`src/rtl/lvlreq_pkg.sv`:
```
package lvlreq_pkg;
  // comparison sources; even index = transmit side, odd index = receive side
  localparam int SRC_N       = 6;
  localparam int SRC_TX_DMA1 = 0;
  localparam int SRC_RX_DMA1 = 1;
  localparam int SRC_TX_DMA2 = 2;
  localparam int SRC_RX_DMA2 = 3;
  localparam int SRC_TX_IRQ  = 4;
  localparam int SRC_RX_IRQ  = 5;
  localparam int LINE_N      = SRC_N / 2;  // dma0, dma1, irq

  // register addresses
  localparam logic [2:0] ADDR_ENABLE = 3'd6;
  localparam logic [2:0] ADDR_STATUS = 3'd7;

  // status word field positions
  localparam int ST_IRQ   = 0;
  localparam int ST_DMA1  = 1;
  localparam int ST_DMA2  = 2;
  localparam int ST_TXLVL = 4;
  localparam int ST_RXLVL = 8;
endpackage

```
`src/rtl/lvlreq_fifo.sv`:
```
module lvlreq_fifo #(
  parameter int DATA_W = 16,
  parameter int DEPTH  = 8,
  parameter int LVL_W  = $clog2(DEPTH + 1)
) (
  input  logic              clk,
  input  logic              rst_n,
  input  logic              in_valid,
  output logic              in_ready,
  input  logic [DATA_W-1:0] in_data,
  output logic              out_valid,
  input  logic              out_ready,
  output logic [DATA_W-1:0] out_data,
  output logic [LVL_W-1:0]  level
);
  localparam int PTR_W = (DEPTH > 1) ? $clog2(DEPTH) : 1;
  localparam logic [PTR_W-1:0] PTR_LAST = PTR_W'(DEPTH - 1);
  localparam logic [LVL_W-1:0] LVL_FULL = LVL_W'(DEPTH);

  logic [DATA_W-1:0] mem [DEPTH];
  logic [PTR_W-1:0]  wr_ptr, rd_ptr;
  logic [LVL_W-1:0]  level_q;
  logic              push, pop;

  assign in_ready  = (level_q != LVL_FULL);
  assign out_valid = (level_q != '0);
  assign push      = in_valid & in_ready;
  assign pop       = out_valid & out_ready;
  assign out_data  = mem[rd_ptr];
  assign level     = level_q;

  function automatic logic [PTR_W-1:0] ptr_next(input logic [PTR_W-1:0] p);
    return (p == PTR_LAST) ? '0 : p + 1'b1;
  endfunction

  always_ff @(posedge clk) begin
    if (push) mem[wr_ptr] <= in_data;
  end

  always_ff @(posedge clk or negedge rst_n) begin
    if (!rst_n) begin
      wr_ptr  <= '0;
      rd_ptr  <= '0;
      level_q <= '0;
    end else begin
      if (push) wr_ptr <= ptr_next(wr_ptr);
      if (pop)  rd_ptr <= ptr_next(rd_ptr);
      unique case ({push, pop})
        2'b10:   level_q <= level_q + 1'b1;
        2'b01:   level_q <= level_q - 1'b1;
        default: level_q <= level_q;
      endcase
    end
  end
endmodule

```
`src/rtl/lvlreq_regs.sv`:
```
module lvlreq_regs
  import lvlreq_pkg::*;
#(
  parameter int THR_W  = 4,
  parameter int REG_W  = 16,
  parameter int ADDR_W = 3
) (
  input  logic                        clk,
  input  logic                        rst_n,
  input  logic                        wr,
  input  logic [ADDR_W-1:0]           addr,
  input  logic [REG_W-1:0]            wdata,
  input  logic [REG_W-1:0]            status_word,
  output logic [SRC_N-1:0][THR_W-1:0] thr,
  output logic [SRC_N-1:0]            en,
  output logic [REG_W-1:0]            rdata
);
  logic [SRC_N-1:0][THR_W-1:0] thr_q;
  logic [SRC_N-1:0]            en_q;

  generate
    for (genvar i = 0; i < SRC_N; i++) begin : g_thr
      always_ff @(posedge clk or negedge rst_n) begin
        if (!rst_n)                             thr_q[i] <= '0;
        else if (wr && addr == ADDR_W'(i))      thr_q[i] <= wdata[THR_W-1:0];
      end
    end
  endgenerate

  always_ff @(posedge clk or negedge rst_n) begin
    if (!rst_n)                                      en_q <= '0;
    else if (wr && addr == ADDR_W'(ADDR_ENABLE))     en_q <= wdata[SRC_N-1:0];
  end

  always_comb begin
    rdata = '0;
    if (addr == ADDR_W'(ADDR_STATUS))      rdata = status_word;
    else if (addr == ADDR_W'(ADDR_ENABLE)) rdata = REG_W'(en_q);
    else if (int'(addr) < SRC_N)           rdata = REG_W'(thr_q[addr]);
  end

  assign thr = thr_q;
  assign en  = en_q;
endmodule

```
`src/rtl/lvlreq_cmp.sv`:
```
module lvlreq_cmp
  import lvlreq_pkg::*;
#(
  parameter int LVL_W = 4
) (
  input  logic                        clk,
  input  logic                        rst_n,
  input  logic [SRC_N-1:0][LVL_W-1:0] thr,
  input  logic [SRC_N-1:0]            en,
  input  logic [LVL_W-1:0]            tx_level,
  input  logic [LVL_W-1:0]            rx_level,
  output logic [LINE_N-1:0]           line_masked,  // [0]=dma0 [1]=dma1 [2]=irq
  output logic [LINE_N-1:0]           line_raw
);
  logic [SRC_N-1:0]  hit;
  logic [LINE_N-1:0] masked_d, raw_d;

  generate
    for (genvar i = 0; i < SRC_N; i++) begin : g_src
      if (i % 2 == 0) begin : g_tx
        assign hit[i] = (thr[i] >= tx_level);   // drained down to threshold
      end else begin : g_rx
        assign hit[i] = (thr[i] <= rx_level);   // filled up to threshold
      end
    end
    for (genvar k = 0; k < LINE_N; k++) begin : g_line
      assign masked_d[k] = (hit[2*k] & en[2*k]) | (hit[2*k+1] & en[2*k+1]);
      assign raw_d[k]    = hit[2*k] | hit[2*k+1];
    end
  endgenerate

  always_ff @(posedge clk or negedge rst_n) begin
    if (!rst_n) begin
      line_masked <= '0;
      line_raw    <= '0;
    end else begin
      line_masked <= masked_d;
      line_raw    <= raw_d;
    end
  end
endmodule

```
`src/rtl/fifo_level_req_gen.sv`:
```
module fifo_level_req_gen
  import lvlreq_pkg::*;
#(
  parameter int DATA_W = 16,
  parameter int DEPTH  = 8,
  parameter int REG_W  = 16,
  parameter int ADDR_W = 3,
  parameter int LVL_W  = $clog2(DEPTH + 1)
) (
  input  logic              clk,
  input  logic              rst_n,
  input  logic              tx_in_valid,
  output logic              tx_in_ready,
  input  logic [DATA_W-1:0] tx_in_data,
  output logic              tx_out_valid,
  input  logic              tx_out_ready,
  output logic [DATA_W-1:0] tx_out_data,
  input  logic              rx_in_valid,
  output logic              rx_in_ready,
  input  logic [DATA_W-1:0] rx_in_data,
  output logic              rx_out_valid,
  input  logic              rx_out_ready,
  output logic [DATA_W-1:0] rx_out_data,
  input  logic              reg_wr,
  input  logic [ADDR_W-1:0] reg_addr,
  input  logic [REG_W-1:0]  reg_wdata,
  output logic [REG_W-1:0]  reg_rdata,
  output logic [LVL_W-1:0]  tx_level,
  output logic [LVL_W-1:0]  rx_level,
  output logic              irq,
  output logic [1:0]        dma_req
);
  logic [SRC_N-1:0][LVL_W-1:0] thr_q;
  logic [SRC_N-1:0]            en_q;
  logic [LINE_N-1:0]           line_masked, line_raw;
  logic [REG_W-1:0]            status_word;

  lvlreq_fifo #(.DATA_W(DATA_W), .DEPTH(DEPTH), .LVL_W(LVL_W)) tx_fifo_i (
    .clk(clk), .rst_n(rst_n),
    .in_valid(tx_in_valid), .in_ready(tx_in_ready), .in_data(tx_in_data),
    .out_valid(tx_out_valid), .out_ready(tx_out_ready), .out_data(tx_out_data),
    .level(tx_level)
  );

  lvlreq_fifo #(.DATA_W(DATA_W), .DEPTH(DEPTH), .LVL_W(LVL_W)) rx_fifo_i (
    .clk(clk), .rst_n(rst_n),
    .in_valid(rx_in_valid), .in_ready(rx_in_ready), .in_data(rx_in_data),
    .out_valid(rx_out_valid), .out_ready(rx_out_ready), .out_data(rx_out_data),
    .level(rx_level)
  );

  lvlreq_regs #(.THR_W(LVL_W), .REG_W(REG_W), .ADDR_W(ADDR_W)) regs_i (
    .clk(clk), .rst_n(rst_n),
    .wr(reg_wr), .addr(reg_addr), .wdata(reg_wdata),
    .status_word(status_word),
    .thr(thr_q), .en(en_q), .rdata(reg_rdata)
  );

  lvlreq_cmp #(.LVL_W(LVL_W)) cmp_i (
    .clk(clk), .rst_n(rst_n),
    .thr(thr_q), .en(en_q),
    .tx_level(tx_level), .rx_level(rx_level),
    .line_masked(line_masked), .line_raw(line_raw)
  );

  always_comb begin
    status_word = '0;
    status_word[ST_IRQ]  = line_raw[2];
    status_word[ST_DMA1] = line_raw[0];
    status_word[ST_DMA2] = line_raw[1];
    status_word[ST_TXLVL +: LVL_W] = tx_level;
    status_word[ST_RXLVL +: LVL_W] = rx_level;
  end

  assign dma_req = line_masked[1:0];
  assign irq     = line_masked[2];
endmodule

```
`config.mk`:
```
export PLATFORM = sky130hd
export DESIGN_NAME = fifo_level_req_gen
export DESIGN_NICKNAME = d
export VERILOG_FILES = /design/src/rtl/lvlreq_pkg.sv /design/src/rtl/lvlreq_fifo.sv /design/src/rtl/lvlreq_regs.sv /design/src/rtl/lvlreq_cmp.sv /design/src/rtl/fifo_level_req_gen.sv
export SDC_FILE = /design/constraint.sdc
export NUM_CORES = 1
export LEC_CHECK = 0
export CAP_MARGIN = 20
export CORE_MARGIN = 4
export CORE_UTILIZATION = 60
export CTS_BUF_LIST = sky130_fd_sc_hd__clkbuf_8
export DETAILED_ROUTE_END_ITERATION = 6
export PLACE_DENSITY = 0.91
export SETUP_SLACK_MARGIN = 0.1
export SLEW_MARGIN = 20
export SYNTH_ARGS = -nofsm -noshare
export SYNTH_HDL_FRONTEND = slang
export SYNTH_HIERARCHICAL = 1
export SYNTH_SLANG_ARGS = --single-unit
export TNS_END_PERCENT = 50
```
`constraint.sdc`:
```
create_clock -name clk -period 8.85 [get_ports clk]
set_clock_uncertainty 0.1 [all_clocks]
set_input_delay 0.885 -clock clk [delete_from_list [all_inputs] [get_ports clk]]
set_output_delay 0.885 -clock clk [all_outputs]
set_load 0.05 [all_outputs]
```
==> flow_results.xml <==
<?xml version="1.0" encoding="UTF-8"?>
<metrics>
  <group name="status">
    <metric name="outcome" unit="">finished, final reports clean</metric>
  </group>
  <group name="die">
    <metric name="dieWidth" unit="um">159</metric>
    <metric name="row_count" unit="">54</metric>
    <metric name="initial_core_util" unit="%">61.6</metric>
    <metric name="floorplan_die_height" unit="um">159</metric>
    <metric name="pin_count" unit="">121</metric>
    <metric name="core_region_area" unit="sq um">22100</metric>
    <metric name="dieArea" unit="sq um">25200</metric>
  </group>
  <group name="route">
    <metric name="wl_per_cell" unit="um">21.8</metric>
    <metric name="drt_first_pass_iters" unit="">5</metric>
    <metric name="final_antenna_net_count" unit="">0</metric>
    <metric name="routed_via_density" unit="">6.01</metric>
    <metric name="drc" unit="">0</metric>
    <metric name="dr.first_iter.drc_count" unit="">445</metric>
    <metric name="vias" unit="">7007</metric>
    <metric name="drt-total-wl" unit="mm">25.4</metric>
  </group>
  <group name="cells_and_area">
    <metric name="area_delta_synth_final" unit="%">16.4</metric>
    <metric name="n_antenna_cell" unit="">0</metric>
    <metric name="fin_area" unit="sq um">15800</metric>
    <metric name="final_cell_count_no_fill" unit="">1165</metric>
    <metric name="drive_above_1_share" unit="%">22.0</metric>
    <metric name="post_route_core_utilization" unit="%">71.7</metric>
    <metric name="finish.net_count" unit="">949</metric>
  </group>
  <group name="logic_synthesis">
    <metric name="yosys_register_bits" unit="">312</metric>
    <metric name="synth_seq_area_share" unit="%">66.7</metric>
    <metric name="synth-main-ff-cell" unit="">sky130_fd_sc_hd__edfxtp_1</metric>
    <metric name="synth_cell_type_count" unit="">52</metric>
    <metric name="ys_async_sr_fraction" unit="%">17.9</metric>
    <metric name="synth_largest_area_cell" unit="">sky130_fd_sc_hd__edfxtp_1</metric>
    <metric name="synth.top_cell.area_share" unit="%">56.4</metric>
    <metric name="netlist_top_cells_area" unit="">sky130_fd_sc_hd__edfxtp_1, sky130_fd_sc_hd__dfrtp_1, sky130_fd_sc_hd__mux4_1</metric>
    <metric name="synth_cells" unit="">708</metric>
    <metric name="synth_area" unit="sq um">13600</metric>
    <metric name="synthMostInstantiatedCell" unit="">sky130_fd_sc_hd__edfxtp_1</metric>
    <metric name="synth_enable_flop_cells" unit="">256</metric>
    <metric name="synth-warning-count" unit="">6</metric>
    <metric name="post_synth_most_frequent_cells" unit="">sky130_fd_sc_hd__edfxtp_1, sky130_fd_sc_hd__mux2_2, sky130_fd_sc_hd__dfrtp_1</metric>
    <metric name="avgSynthCellArea" unit="sq um">19.2</metric>
  </group>
  <group name="sta">
    <metric name="setup_tns" unit="ns">0</metric>
    <metric name="highest_clock_rate" unit="MHz">226</metric>
    <metric name="finalMaxSlewViolations" unit="">0</metric>
    <metric name="number_of_endpoints_with_negative_hold_slack_in_the_final_report" unit="">0</metric>
    <metric name="maxSlewHeadroom" unit="%">27.7</metric>
    <metric name="setup_viol" unit="">0</metric>
    <metric name="finalCriticalPeriod" unit="ns">4.42</metric>
    <metric name="timing_worst_slew_pin_value" unit="ns">1.08</metric>
    <metric name="rsz0062_at_grt" unit="">false</metric>
    <metric name="holdWs" unit="ns">0.385</metric>
    <metric name="period_share" unit="%">50.0</metric>
  </group>
  <group name="placed_design">
    <metric name="place_inst" unit="">1082</metric>
    <metric name="place.gp.congestion" unit="">0.853</metric>
    <metric name="post-dp-hpwl" unit="mm">16.1</metric>
    <metric name="port_buffers" unit="">106</metric>
    <metric name="postPlaceCellArea" unit="sq um">15000</metric>
  </group>
  <group name="setup_path">
    <metric name="cpPeakStageDelay" unit="ns">0.85</metric>
    <metric name="crit_path_frequent_cell" unit="">sky130_fd_sc_hd__clkdlybuf4s50_1</metric>
    <metric name="cp.required" unit="ns">7.87</metric>
    <metric name="cpMaxStageDelayCell" unit="">sky130_fd_sc_hd__clkdlybuf4s50_1</metric>
    <metric name="worstPathArrival" unit="ns">3.44</metric>
    <metric name="critPathLaunchType" unit="">input port</metric>
    <metric name="crit_path_cell_trace" unit="">clkdlybuf4s50_1, mux4_1, mux2_4, clkdlybuf4s50_1</metric>
    <metric name="path_max_fanout" unit="">14</metric>
    <metric name="worstSetupPathType" unit="">input port to output pin</metric>
    <metric name="critPathCaptureType" unit="">output pin</metric>
  </group>
  <group name="clock_tree">
    <metric name="postCtsSetupBuffers" unit="">0</metric>
    <metric name="postCtsHoldBufs" unit="">0</metric>
    <metric name="cts.path.max_buffers" unit="">3</metric>
    <metric name="cts-buffers-inserted" unit="">47</metric>
    <metric name="postCtsResizedCells" unit="">0</metric>
    <metric name="clock-sinks" unit="">312</metric>
    <metric name="cts_tree" unit="">done</metric>
    <metric name="cts.reportedPaths.clkPinSlew" unit="ns">0.06</metric>
    <metric name="htree_levels" unit="">2</metric>
    <metric name="clock_tree.root_cell" unit="">sky130_fd_sc_hd__clkbuf_8</metric>
    <metric name="worst_skew_pair.late_latency" unit="ns">0.55</metric>
  </group>
  <group name="min_path">
    <metric name="holdCritPathClass" unit="">input port to async pin</metric>
  </group>
  <group name="power">
    <metric name="pwr_density_cell" unit="nW/um^2">339</metric>
    <metric name="total_leakage_power" unit="nW">5.72</metric>
    <metric name="irDropWorstVdd" unit="uV">239</metric>
  </group>
  <group name="grt">
    <metric name="grt_max_degree" unit="">57</metric>
    <metric name="grt_pass1_vias" unit="">7167</metric>
    <metric name="grtUsageTotal" unit="%">20.6</metric>
    <metric name="gr-total-overflow" unit="">0</metric>
    <metric name="grt_antenna_before_repair" unit="">0</metric>
    <metric name="global_route_wire_length_before_repair" unit="mm">39.5</metric>
  </group>
  <group name="job">
    <metric name="cap_violations" unit="">0</metric>
  </group>
</metrics>
[cell families after synthesis]
kind of cell	share of synthesized area (%)
compound gates	2.41
xor+xnor	0.257
fa+ha+maj	3.79
buf+inv	2.15
flops	66.7
mux	19.9
other cells	0.0275
simple gates	4.71
[critical path: cells and delay by family]
family | cells | cell delay [ns]
buffers and inverters | 2 | 1.55
muxes | 2 | 0.99
[sequential cells by signal, summed over array words and instances (netlist names)]
register and flops:
rx_fifo_i/wr_ptr 3, cmp_i/line_masked 3, rx_fifo_i/mem 128, tx_fifo_i/wr_ptr 3, tx_fifo_i/mem 128, cmp_i/line_raw 3, rx_fifo_i/level 4, tx_fifo_i/level 4
rx_fifo_i/rd_ptr 3, regs_i/thr 24, regs_i/en 6, tx_fifo_i/rd_ptr 3
[layout make-up]
class,count,area (sq um)
multi-input combinational,349,4340
sequential,312,9090
fill,1274,6250
inverter,22,82.6
timing repair buffer,119,1150
clock buffer,47,647
clock inverter,36,183
tap,280,350
[through the flow]
step	worst slack, ns	power, mW
final	4.43	5.37
after global routing	4.32	5.66
after CTS	4.44	5.42
after detailed placement	4.46	4.37
after global placement	4.47	4.28
after floorplan	5.20	3.72
[power by group]
group	total [mW]	switching [mW]	internal, mW
logic	2.23	1.27	0.959
registers	2.10	0.233	1.87
clock network	1.04	0.511	0.527
[placed cells by master, fill, tap and decap left out, types with 5 or more instances in the layout]
master and n:
sky130_fd_sc_hd__or2_1 5, sky130_fd_sc_hd__clkdlybuf4s50_1 105, sky130_fd_sc_hd__conb_1 5, sky130_fd_sc_hd__and2_1 10
sky130_fd_sc_hd__dfrtp_1 55, sky130_fd_sc_hd__buf_4 13, sky130_fd_sc_hd__a21oi_1 7, sky130_fd_sc_hd__inv_1 30
sky130_fd_sc_hd__mux4_1 53, sky130_fd_sc_hd__nor3b_1 6, sky130_fd_sc_hd__edfxtp_1 256, sky130_fd_sc_hd__o21ai_0 9
sky130_fd_sc_hd__mux2_2 69, sky130_fd_sc_hd__o22ai_1 6, sky130_fd_sc_hd__clkinv_2 8, sky130_fd_sc_hd__mux2_4 11
sky130_fd_sc_hd__clkinv_1 17, sky130_fd_sc_hd__clkbuf_8 47, sky130_fd_sc_hd__ha_1 38, sky130_fd_sc_hd__nand2_1 8
sky130_fd_sc_hd__nor2_1 19, sky130_fd_sc_hd__nand3_1 7, sky130_fd_sc_hd__nand2b_1 13, sky130_fd_sc_hd__nor3_1 7
sky130_fd_sc_hd__mux4_2 13
[final timing paths]
path                                          from                   to  slack, ns  cells after the start
worst max-delay path                   reg_addr[0]         reg_rdata[2]       4.43                      4
worst min-delay path                         rst_n         regs_i/en[3]       0.38                      2
worst max register to register  tx_fifo_i/level[0]   tx_fifo_i/level[3]       5.56                      7
worst min register to register      regs_i/thr[10]       regs_i/thr[10]       0.42                      1
max in group asynchronous                    rst_n  rx_fifo_i/rd_ptr[0]       7.75                      2
min in group clk                    regs_i/thr[10]       regs_i/thr[10]       0.42                      1
[routing by layer]
layer | vias to the layer above | global-route usage (%) | share of wire [%]
li1 | 3168 | - | -
met1 | 3594 | 29.0 | 42
met2 | 213 | 33.9 | 50
met3 | 32 | 3.86 | 5.9
met4 | 0 | 5.12 | 1.4
met5 | - | 0 | 0
(Power assumes the default switching activity.)
